### config.mk
export PLATFORM = sky130hd
export DESIGN_NAME = sram_wr_seq
export DESIGN_NICKNAME = d
export VERILOG_FILES = /design/src/rtl/sram_wr_pkg.sv /design/src/rtl/sram_wr_timer.sv /design/src/rtl/sram_wr_ctrl.sv /design/src/rtl/sram_wr_pins.sv /design/src/rtl/sram_wr_seq.sv
export SDC_FILE = /design/constraint.sdc
export NUM_CORES = 1
export LEC_CHECK = 0
export BUFFER_PORTS_ARGS = -buffer_cell sky130_fd_sc_hd__buf_2
export CORE_UTILIZATION = 39
export CTS_BUF_LIST = sky130_fd_sc_hd__clkbuf_2
export CTS_CLUSTER_DIAMETER = 30
export DETAILED_ROUTE_END_ITERATION = 7
export PLACE_DENSITY = 0.74
export SLEW_MARGIN = 20
export SYNTH_ARGS = -nofsm -noshare
export SYNTH_HDL_FRONTEND = slang
export SYNTH_HIERARCHICAL = 1
export SYNTH_SLANG_ARGS = --single-unit
### constraint.sdc
create_clock -name clk -period 4.5 [get_ports clk]
set_input_delay 0.45 -clock clk [delete_from_list [all_inputs] [get_ports clk]]
set_output_delay 0.45 -clock clk [all_outputs]
set_load 0.01 [all_outputs]
### src/rtl/sram_wr_pkg.sv
package sram_wr_pkg;

  typedef enum logic [2:0] {
    PH_IDLE    = 3'd0,
    PH_SETUP   = 3'd1,
    PH_PULSE   = 3'd2,
    PH_HOLD    = 3'd3,
    PH_RECOVER = 3'd4
  } phase_e;

  // Minimum intervals of one speed grade, in picoseconds.
  typedef struct packed {
    int unsigned cycle_ps;      // address valid to next address change
    int unsigned we_low_ps;     // write-enable low width
    int unsigned addr_rise_ps;  // address valid to write-enable rise
    int unsigned data_rise_ps;  // data valid to write-enable rise
    int unsigned hold_ps;       // address/data hold after write-enable rise
  } wr_limits_t;

  function automatic wr_limits_t grade_limits(input int grade);
    wr_limits_t lim;
    if (grade == 0) begin
      lim.cycle_ps     = 70000;
      lim.we_low_ps    = 50000;
      lim.addr_rise_ps = 60000;
      lim.data_rise_ps = 30000;
      lim.hold_ps      = 5000;
    end else begin
      lim.cycle_ps     = 85000;
      lim.we_low_ps    = 60000;
      lim.addr_rise_ps = 70000;
      lim.data_rise_ps = 35000;
      lim.hold_ps      = 5000;
    end
    return lim;
  endfunction

  function automatic int unsigned ceil_div(input int unsigned num, input int unsigned den);
    return (num + den - 1) / den;
  endfunction

  function automatic int unsigned umax(input int unsigned a, input int unsigned b);
    return (a > b) ? a : b;
  endfunction

  // Write-enable low cycles: the binding one of width, address and data limits.
  function automatic int unsigned pulse_cycles(input int grade, input int unsigned clk_ps,
                                               input int unsigned setup_cyc);
    wr_limits_t  lim;
    int unsigned by_width, by_addr, by_data, addr_total;
    lim        = grade_limits(grade);
    by_width   = ceil_div(lim.we_low_ps, clk_ps);
    addr_total = ceil_div(lim.addr_rise_ps, clk_ps);
    by_addr    = (addr_total > setup_cyc) ? addr_total - setup_cyc : 0;
    by_data    = ceil_div(lim.data_rise_ps, clk_ps);
    return umax(umax(by_width, by_addr), umax(by_data, 1));
  endfunction

  function automatic int unsigned hold_cycles(input int grade, input int unsigned clk_ps);
    wr_limits_t lim;
    lim = grade_limits(grade);
    return umax(ceil_div(lim.hold_ps, clk_ps), 1);
  endfunction

  function automatic int unsigned total_cycles(input int grade, input int unsigned clk_ps,
                                               input int unsigned setup_cyc);
    wr_limits_t  lim;
    int unsigned phases;
    lim    = grade_limits(grade);
    phases = setup_cyc + pulse_cycles(grade, clk_ps, setup_cyc) + hold_cycles(grade, clk_ps);
    return umax(phases, ceil_div(lim.cycle_ps, clk_ps));
  endfunction

  // Independent re-check of the derived counts against the raw minimums.
  function automatic bit counts_cover(input int grade, input int unsigned clk_ps,
                                      input int unsigned setup_cyc, input int unsigned n_pulse,
                                      input int unsigned n_hold, input int unsigned n_total);
    wr_limits_t lim;
    bit ok;
    lim = grade_limits(grade);
    ok  = (setup_cyc >= 1) && (n_pulse >= 1) && (n_hold >= 1);
    ok  = ok && (n_pulse * clk_ps >= lim.we_low_ps);
    ok  = ok && ((setup_cyc + n_pulse) * clk_ps >= lim.addr_rise_ps);
    ok  = ok && (n_pulse * clk_ps >= lim.data_rise_ps);
    ok  = ok && (n_hold * clk_ps >= lim.hold_ps);
    ok  = ok && (n_total * clk_ps >= lim.cycle_ps);
    ok  = ok && (n_total >= setup_cyc + n_pulse + n_hold);
    return ok;
  endfunction

endpackage

### src/rtl/sram_wr_timer.sv
module sram_wr_timer #(
  parameter int CNT_W = 4
) (
  input  logic             clk,
  input  logic             rst_n,
  input  logic             load,
  input  logic [CNT_W-1:0] load_val,
  output logic             last
);

  logic [CNT_W-1:0] remain_q;

  always_ff @(posedge clk or negedge rst_n) begin
    if (!rst_n) begin
      remain_q <= '0;
    end else if (load) begin
      remain_q <= load_val;
    end else if (remain_q != '0) begin
      remain_q <= remain_q - 1'b1;
    end
  end

  assign last = (remain_q == '0);

endmodule

### src/rtl/sram_wr_ctrl.sv
module sram_wr_ctrl
  import sram_wr_pkg::*;
#(
  parameter int N_SETUP = 1,
  parameter int N_PULSE = 3,
  parameter int N_HOLD  = 1,
  parameter int N_REC   = 0,
  parameter int CNT_W   = 4
) (
  input  logic             clk,
  input  logic             rst_n,
  input  logic             req_valid,
  input  logic             phase_last,
  output phase_e           phase_q,
  output phase_e           phase_d,
  output logic             tmr_load,
  output logic [CNT_W-1:0] tmr_val,
  output logic             accept,
  output logic             done_q
);

  localparam logic [CNT_W-1:0] LD_SETUP = CNT_W'(N_SETUP - 1);
  localparam logic [CNT_W-1:0] LD_PULSE = CNT_W'(N_PULSE - 1);
  localparam logic [CNT_W-1:0] LD_HOLD  = CNT_W'(N_HOLD - 1);
  localparam logic [CNT_W-1:0] LD_REC   = CNT_W'((N_REC > 0) ? N_REC - 1 : 0);

  phase_e after_hold;

  generate
    if (N_REC > 0) begin : g_with_recover
      assign after_hold = PH_RECOVER;
    end else begin : g_no_recover
      assign after_hold = PH_IDLE;
    end
  endgenerate

  assign accept = (phase_q == PH_IDLE) && req_valid;

  always_comb begin
    phase_d = phase_q;
    unique case (phase_q)
      PH_IDLE:    if (req_valid)  phase_d = PH_SETUP;
      PH_SETUP:   if (phase_last) phase_d = PH_PULSE;
      PH_PULSE:   if (phase_last) phase_d = PH_HOLD;
      PH_HOLD:    if (phase_last) phase_d = after_hold;
      PH_RECOVER: if (phase_last) phase_d = PH_IDLE;
      default:                    phase_d = PH_IDLE;
    endcase
  end

  always_comb begin
    tmr_load = (phase_d != phase_q);
    unique case (phase_d)
      PH_SETUP:   tmr_val = LD_SETUP;
      PH_PULSE:   tmr_val = LD_PULSE;
      PH_HOLD:    tmr_val = LD_HOLD;
      PH_RECOVER: tmr_val = LD_REC;
      default:    tmr_val = '0;
    endcase
  end

  always_ff @(posedge clk or negedge rst_n) begin
    if (!rst_n) begin
      phase_q <= PH_IDLE;
      done_q  <= 1'b0;
    end else begin
      phase_q <= phase_d;
      done_q  <= (phase_d == PH_IDLE) && (phase_q != PH_IDLE);
    end
  end

endmodule

### src/rtl/sram_wr_pins.sv
module sram_wr_pins
  import sram_wr_pkg::*;
#(
  parameter int ADDR_W = 19,
  parameter int DATA_W = 8
) (
  input  logic              clk,
  input  logic              rst_n,
  input  logic              accept,
  input  logic [ADDR_W-1:0] req_addr,
  input  logic [DATA_W-1:0] req_data,
  input  phase_e            phase_d,
  output logic [ADDR_W-1:0] pin_addr,
  output logic [DATA_W-1:0] pin_dq,
  output logic              pin_dq_oe,
  output logic              pin_ce_n,
  output logic              pin_we_n
);

  // Pin levels are registered from the next phase so they change together
  // with the phase register and never glitch.
  always_ff @(posedge clk or negedge rst_n) begin
    if (!rst_n) begin
      pin_addr  <= '0;
      pin_dq    <= '0;
      pin_dq_oe <= 1'b0;
      pin_ce_n  <= 1'b1;
      pin_we_n  <= 1'b1;
    end else begin
      if (accept) begin
        pin_addr <= req_addr;
        pin_dq   <= req_data;
      end
      pin_ce_n  <= (phase_d == PH_IDLE);
      pin_we_n  <= (phase_d != PH_PULSE);
      pin_dq_oe <= (phase_d == PH_PULSE) || (phase_d == PH_HOLD);
    end
  end

endmodule

### src/rtl/sram_wr_seq.sv
module sram_wr_seq
  import sram_wr_pkg::*;
#(
  parameter int ADDR_W    = 19,
  parameter int DATA_W    = 8,
  parameter int CLK_PS    = 20000,
  parameter int GRADE     = 0,
  parameter int SETUP_CYC = 1
) (
  input  logic              clk,
  input  logic              rst_n,
  input  logic              req_valid,
  input  logic [ADDR_W-1:0] req_addr,
  input  logic [DATA_W-1:0] req_data,
  output logic              req_ready,
  output logic              wr_done,
  output logic [ADDR_W-1:0] sram_addr,
  output logic [DATA_W-1:0] sram_dq,
  output logic              sram_dq_oe,
  output logic              sram_ce_n,
  output logic              sram_we_n,
  output logic              sram_oe_n
);

  localparam int N_SETUP = SETUP_CYC;
  localparam int N_PULSE = int'(pulse_cycles(GRADE, CLK_PS, SETUP_CYC));
  localparam int N_HOLD  = int'(hold_cycles(GRADE, CLK_PS));
  localparam int N_TOTAL = int'(total_cycles(GRADE, CLK_PS, SETUP_CYC));
  localparam int N_REC   = N_TOTAL - N_SETUP - N_PULSE - N_HOLD;
  localparam int N_MAXPH = int'(umax(umax(N_SETUP, N_PULSE), umax(N_HOLD, N_REC)));
  localparam int CNT_W   = $clog2(N_MAXPH + 1);
  localparam bit TIMING_OK = counts_cover(GRADE, CLK_PS, SETUP_CYC, N_PULSE, N_HOLD, N_TOTAL)
                             && (GRADE == 0 || GRADE == 1) && (CLK_PS > 0);

  generate
    if (!TIMING_OK) begin : g_timing_violation
      initial $fatal(1, "sram_wr_seq: derived cycle counts do not cover the grade minimums");
    end
  endgenerate

  phase_e           phase_q;
  phase_e           phase_d;
  logic             tmr_load;
  logic [CNT_W-1:0] tmr_val;
  logic             phase_last;
  logic             ev_accept;

  sram_wr_ctrl #(
    .N_SETUP (N_SETUP),
    .N_PULSE (N_PULSE),
    .N_HOLD  (N_HOLD),
    .N_REC   (N_REC),
    .CNT_W   (CNT_W)
  ) u_ctrl (
    .clk        (clk),
    .rst_n      (rst_n),
    .req_valid  (req_valid),
    .phase_last (phase_last),
    .phase_q    (phase_q),
    .phase_d    (phase_d),
    .tmr_load   (tmr_load),
    .tmr_val    (tmr_val),
    .accept     (ev_accept),
    .done_q     (wr_done)
  );

  sram_wr_timer #(
    .CNT_W (CNT_W)
  ) u_timer (
    .clk      (clk),
    .rst_n    (rst_n),
    .load     (tmr_load),
    .load_val (tmr_val),
    .last     (phase_last)
  );

  sram_wr_pins #(
    .ADDR_W (ADDR_W),
    .DATA_W (DATA_W)
  ) u_pins (
    .clk       (clk),
    .rst_n     (rst_n),
    .accept    (ev_accept),
    .req_addr  (req_addr),
    .req_data  (req_data),
    .phase_d   (phase_d),
    .pin_addr  (sram_addr),
    .pin_dq    (sram_dq),
    .pin_dq_oe (sram_dq_oe),
    .pin_ce_n  (sram_ce_n),
    .pin_we_n  (sram_we_n)
  );

  assign req_ready = (phase_q == PH_IDLE);
  assign sram_oe_n = 1'b1;

endmodule

-- Yosys cells after proc, flatten, opt, wreduce, memory -nomap -nowiden
Index checks and enable logic that the tools add are counted.
- bits in registers: 36
- bits of input ports: 30
- latch bits: 0
- memories: 0
- bits in read-only memories: 0
- memory bits (writable): 0
- output and inout port bits: 33
- word-level logic and storage cells: 35
- $lt $le $gt $ge: 0
- bitwise logic cells: 0
- equality and inequality tests: 8
- div/mod/pow operators: 0
- shift-type cells: 0
- $add $sub $neg: 1
- reductions and logical operators: 10
- muxes and demuxes: 8
- multipliers: 0
- operator list (cell ; count):
    $eq 3x2->1 const B ; 4
    $mux 3 ; 4
    $pmux 3 s4 ; 1
    $logic_not 3->1 ; 2
    $mux 2 ; 3
    $reduce_bool 2->1 ; 2
    $eq 3x1->1 const B ; 1
    $eq 3x3->1 const B ; 1
    $ne 3x2->1 const B ; 1
    $ne 3x3->1 ; 1
    $reduce_bool 3->1 ; 1
    $logic_and 1x1->1 ; 2
    $logic_not 2->1 ; 1
    $reduce_or 2->1 ; 1
    $sub 2x1->2 const B ; 1
    $logic_or 1x1->1 ; 1

-- Depth between registers and ports, before layout
- depth in word-level cells: 6
- depth in mapped cells: 7
- mapped depth without buffers: 6

-- Cells and area by module
The synthesis kept the hierarchy.
- by module, submodules not included (module ; cells each ; seq. area each (um^2) ; instances ; area an instance (um^2)):
    sram_wr_pins ; 63 ; 753.2 ; 1 ; 1203.7
    sram_wr_ctrl ; 27 ; 100.1 ; 1 ; 260.2
    sram_wr_timer ; 12 ; 50.0 ; 1 ; 113.9
    sram_wr_seq ; 3 ; 0.0 ; 1 ; 21.3

-- Worst setup path before layout
No wires, ideal clock.
- path kind: reg-to-reg
- from: reg u_timer.remain_q[0]
- to: reg u_pins.pin_we_n
- library setup time: 0.092 ns
- buffers on the path: 1
- stages on the path, launching flop included: 7
- path slack: 2.806 ns
- data required time: 4.408 ns
- data arrival time: 1.602 ns
- period minus slack after synthesis: 1.694 ns
- path through: dfrtp_1 inv_1 ha_1 buf_2 a21bo_2 a21oi_1 or3b_2
- word-level cells in the longest chain between the ends: 4
- elaborated cells between the ends (all ways): 6
- classes of those cells: eq/ne (1); mux (4); reduce/logical (1)
- ends and longest elaborated chain (element ; line ; text):
    start: declaration ; sram_wr_timer.sv:11 ; logic [CNT_W-1:0] remain_q;
    start signal: assignment ; sram_wr_timer.sv:17 ; remain_q <= load_val;
    start signal: assignment ; sram_wr_timer.sv:19 ; remain_q <= remain_q - 1'b1;
    $logic_not 2->1 (*) ; sram_wr_timer.sv:23 ; assign last = (remain_q == '0);
    via phase_last ; sram_wr_seq.sv:45 ; logic phase_last;
    $mux 3 (on tied branches) ; - ;
    $pmux 3 s4 (*) ; sram_wr_ctrl.sv:41 ; unique case (phase_q)
    via phase_d[1] ; sram_wr_seq.sv:42 ; phase_e phase_d;
    $ne 3x2->1 (*) ; sram_wr_pins.sv:35 ; pin_we_n <= (phase_d != PH_PULSE);
    end signal: assignment ; sram_wr_pins.sv:35 ;
    end: declaration ; sram_wr_pins.sv:17 ; output logic pin_we_n
The timed path passes the listed nets; every way through them passes the cells marked *.
A chain may end at the register's enable or synchronous reset.

-- Worst setup path after layout
- from: reg u_ctrl.phase_q[0]
- to: reg u_pins.pin_addr[18]
- word-level cells in the longest chain between the ends: 2
- ends and longest elaborated chain (element ; line ; text):
    start: declaration ; sram_wr_ctrl.sv:14 ; output phase_e phase_q,
    start signal: assignment ; sram_wr_ctrl.sv:67 ; phase_q <= phase_d;
    $logic_not 3->1 ; sram_wr_ctrl.sv:37 ; assign accept = (phase_q == PH_IDLE) && req_valid;
    $logic_and 1x1->1 ; sram_wr_ctrl.sv:37 ;
    via ev_accept ; sram_wr_seq.sv:46 ; logic ev_accept;
    end signal: assignment ; sram_wr_pins.sv:31 ; pin_addr <= req_addr;
    end: declaration ; sram_wr_pins.sv:13 ; output logic [ADDR_W-1:0] pin_addr,
The timed path passes the listed nets, and every way through them passes these cells.

==> run summary <==
Yosys cell types - 31
DRC - 0
# setup viols final - 0
io pins - 63
cell area after synthesis - 0.00160 mm2
chip height - 66.0 um
fmax - 0.411 GHz
most common cell in the netlist - dfrtp_1
final wirelength - 3040 um
mux cell area share after synthesis - 0.250
Clock Latency Late Sink - 380 ps
PortBufs - 61
Largest delay share family, worst path - simple AND/OR/NAND/NOR gates
cts bufs inserted - 5
FF/Latch Area - 903 um2
total power - 1.35 mW
total number of vias - 1065
Core Area - 0.00380 mm2
post-synth top area cell - dfrtp_1
clock root cell - clkbuf_2
vias per inst - 4.98
Top FF cell, synth - dfrtp_1
post-synth top area share - 0.532
layout cells sized above 1 - 0.620
Rows - 22
Detail Route Antenna Nets - 0
CP Cell Sequence - nor4b_2, buf_4, mux2_2
#FFs+latches synth - 36
Post-DP HPWL - 2180 um
Hold Vio Cnt, Final - 0
worst slew pin tran - 1020 ps
worst vdd ir - 0.187 mV
largest family of logic cells by synthesized area - multiplexers
compound-gate portion of the synthesized area - 0.0477
Synth Net Count - 136
DR pass1 iterations - 4
unrepaired setup endpoints after global routing - false
final setup TNS - 0 ps
# diodes - 0
Worst Clk Skew - 10.5 ps
clk sink count - 36
Setup crit start kind - flip-flop
first-pass GRT wire length - 4750 um
EDFF count, synth - 0
critical setup path kind - reg -> reg
post-synthesis adder-cell area fraction - 0.00782
Max-slew headroom - 0.317
MaxCap Viol Count - 0
crit path time final - 2430 ps
drt wl/cell - 14.2 um
initial core utilization - 0.421
Placer Congestion - 0.711
remaining global-route overflow - 0
H-Tree Depth - 2
pwr dens - 702 mW/mm2
worst hold path type - in -> async
cell count after synthesis - 105
layout overhead on the synthesized area - 20.2%
CP max stage cell - nor4b_2
initial antenna violation count - 0
syn avg cell area - 15.2 um2
clock slew at reported path FFs - 180 ps
Setup Fix Bufs, Post-CTS - 0
Synth Area in XOR/XNOR - 0.00548
largest net degree at the start of global routing - 37
worst path required time - 4780 ps
number of global-route vias before repair - 988
Placed Area - 0.00188 mm2
status - finished clean
CP max stage delay - 940 ps
Synthesis Warnings - 6
hold buffers post-CTS - 0
Buf/Inv on CP - 1
simple-gate portion of the synthesized area - 0.0532
max-slew violations - 0
Final Net Count - 196
Die Width - 66.0 um
CP max FO - 21
Post-CTS Resized - 0
post-route cell area - 0.00192 mm2
data arrival time of the worst path - 2710 ps
clk buf depth - 2
CTS tree - built
Layout fillers - 339
Multi-input gate area - 596 um2
die area - 0.00436 mm2
GRT Util Overall - 0.151
synth cell count leaders - dfrtp_1, mux2_4, mux2_2
DRT iter0 DRCs - 111
period utilization - 0.540
synth top area cells - dfrtp_1, mux2_4, mux2_2, dfstp_2, buf_12
sequential-to-total area share from yosys stat - 0.565
Pleak - 0.970 nW
ys async rst share - 1.00
critical path endpoint category - flip-flop
## kinds of logic after synthesis
| logic type | count (synthesis) |
|---|---|
| AO/OA/AOI/OAI | 12 |
| XOR/XNOR | 1 |
| adder cells (fa/ha/maj) | 1 |
| buffers and inverters | 12 |
| flip-flops | 36 |
| multiplexers | 29 |
| other | 2 |
| AND/OR/NAND/NOR | 12 |
## flip-flops by register name (all words and copies together) (netlist names)
| name | cells |
|---|---|
| u_ctrl/done_q | 1 |
| u_ctrl/phase_q | 3 |
| u_pins/pin_addr | 19 |
| u_pins/pin_ce_n | 1 |
| u_pins/pin_dq | 8 |
| u_pins/pin_dq_oe | 1 |
| u_pins/pin_we_n | 1 |
| u_timer/remain_q | 2 |
## where the power goes
group          total (mW)  internal, mW  leakage (nW)  switching (mW)
registers           0.581         0.483         0.428          0.0979
logic               0.630         0.354         0.513           0.275
clock network       0.138        0.0348        0.0302           0.103
total                1.35         0.872         0.970           0.477
## worst paths after layout
path                                startpoint                  end  slack (ps)  depth (start not counted)
hold / removal                           rst_n  u_pins/pin_addr[11]         110                          1
min in group clk                   req_addr[5]   u_pins/pin_addr[5]         280                          2
setup reg to reg             u_ctrl/phase_q[0]  u_pins/pin_addr[18]        2070                          3
hold reg to reg            u_pins/pin_addr[17]  u_pins/pin_addr[17]         520                          1
setup / recovery             u_ctrl/phase_q[0]  u_pins/pin_addr[18]        2070                          3
max in group asynchronous                rst_n   u_pins/pin_addr[2]        3900                          1
## cell usage in the layout, fill, tap and decap left out, drive strengths merged, types with 2 or more instances in the layout
| master | instances |
|---|---|
| buf | 62 |
| dfrtp | 34 |
| mux2 | 27 |
| clkbuf | 5 |
| a21oi | 4 |
| inv | 3 |
| o21ai | 3 |
| clkinv | 3 |
| conb | 2 |
| mux2i | 2 |
| dfstp | 2 |
| nor3 | 2 |
| nor4b | 2 |
| or3b | 2 |
## per-stage QoR
step	hold slack (ps)	cells	utilization	worst slack, ps
floorplan	154	105	-	2810
global placement	488	206	0.496	2190
detailed placement	488	206	0.496	2080
CTS	120	214	0.506	2040
global route	128	214	0.506	1880
finish	112	214	0.506	2070
## layer usage
layer	part of all wire	track usage	vias up	routed length (um)
met5	0	0	-	0
met4	0.036	0.109	0	108
met3	0.070	0.0431	11	212
met2	0.47	0.226	51	1430
met1	0.42	0.185	522	1290
li1	-	-	481	-
## area by class of cell
type | instances | share of cell area
clock inverters | 3 | 0.00716
flip-flops and latches | 36 | 0.470
multi-input cells | 57 | 0.310
clock buffers | 5 | 0.0130
repair buffers | 62 | 0.163
well taps | 48 | 0.0313
inverters | 3 | 0.00586
(Power assumes the default switching activity.)
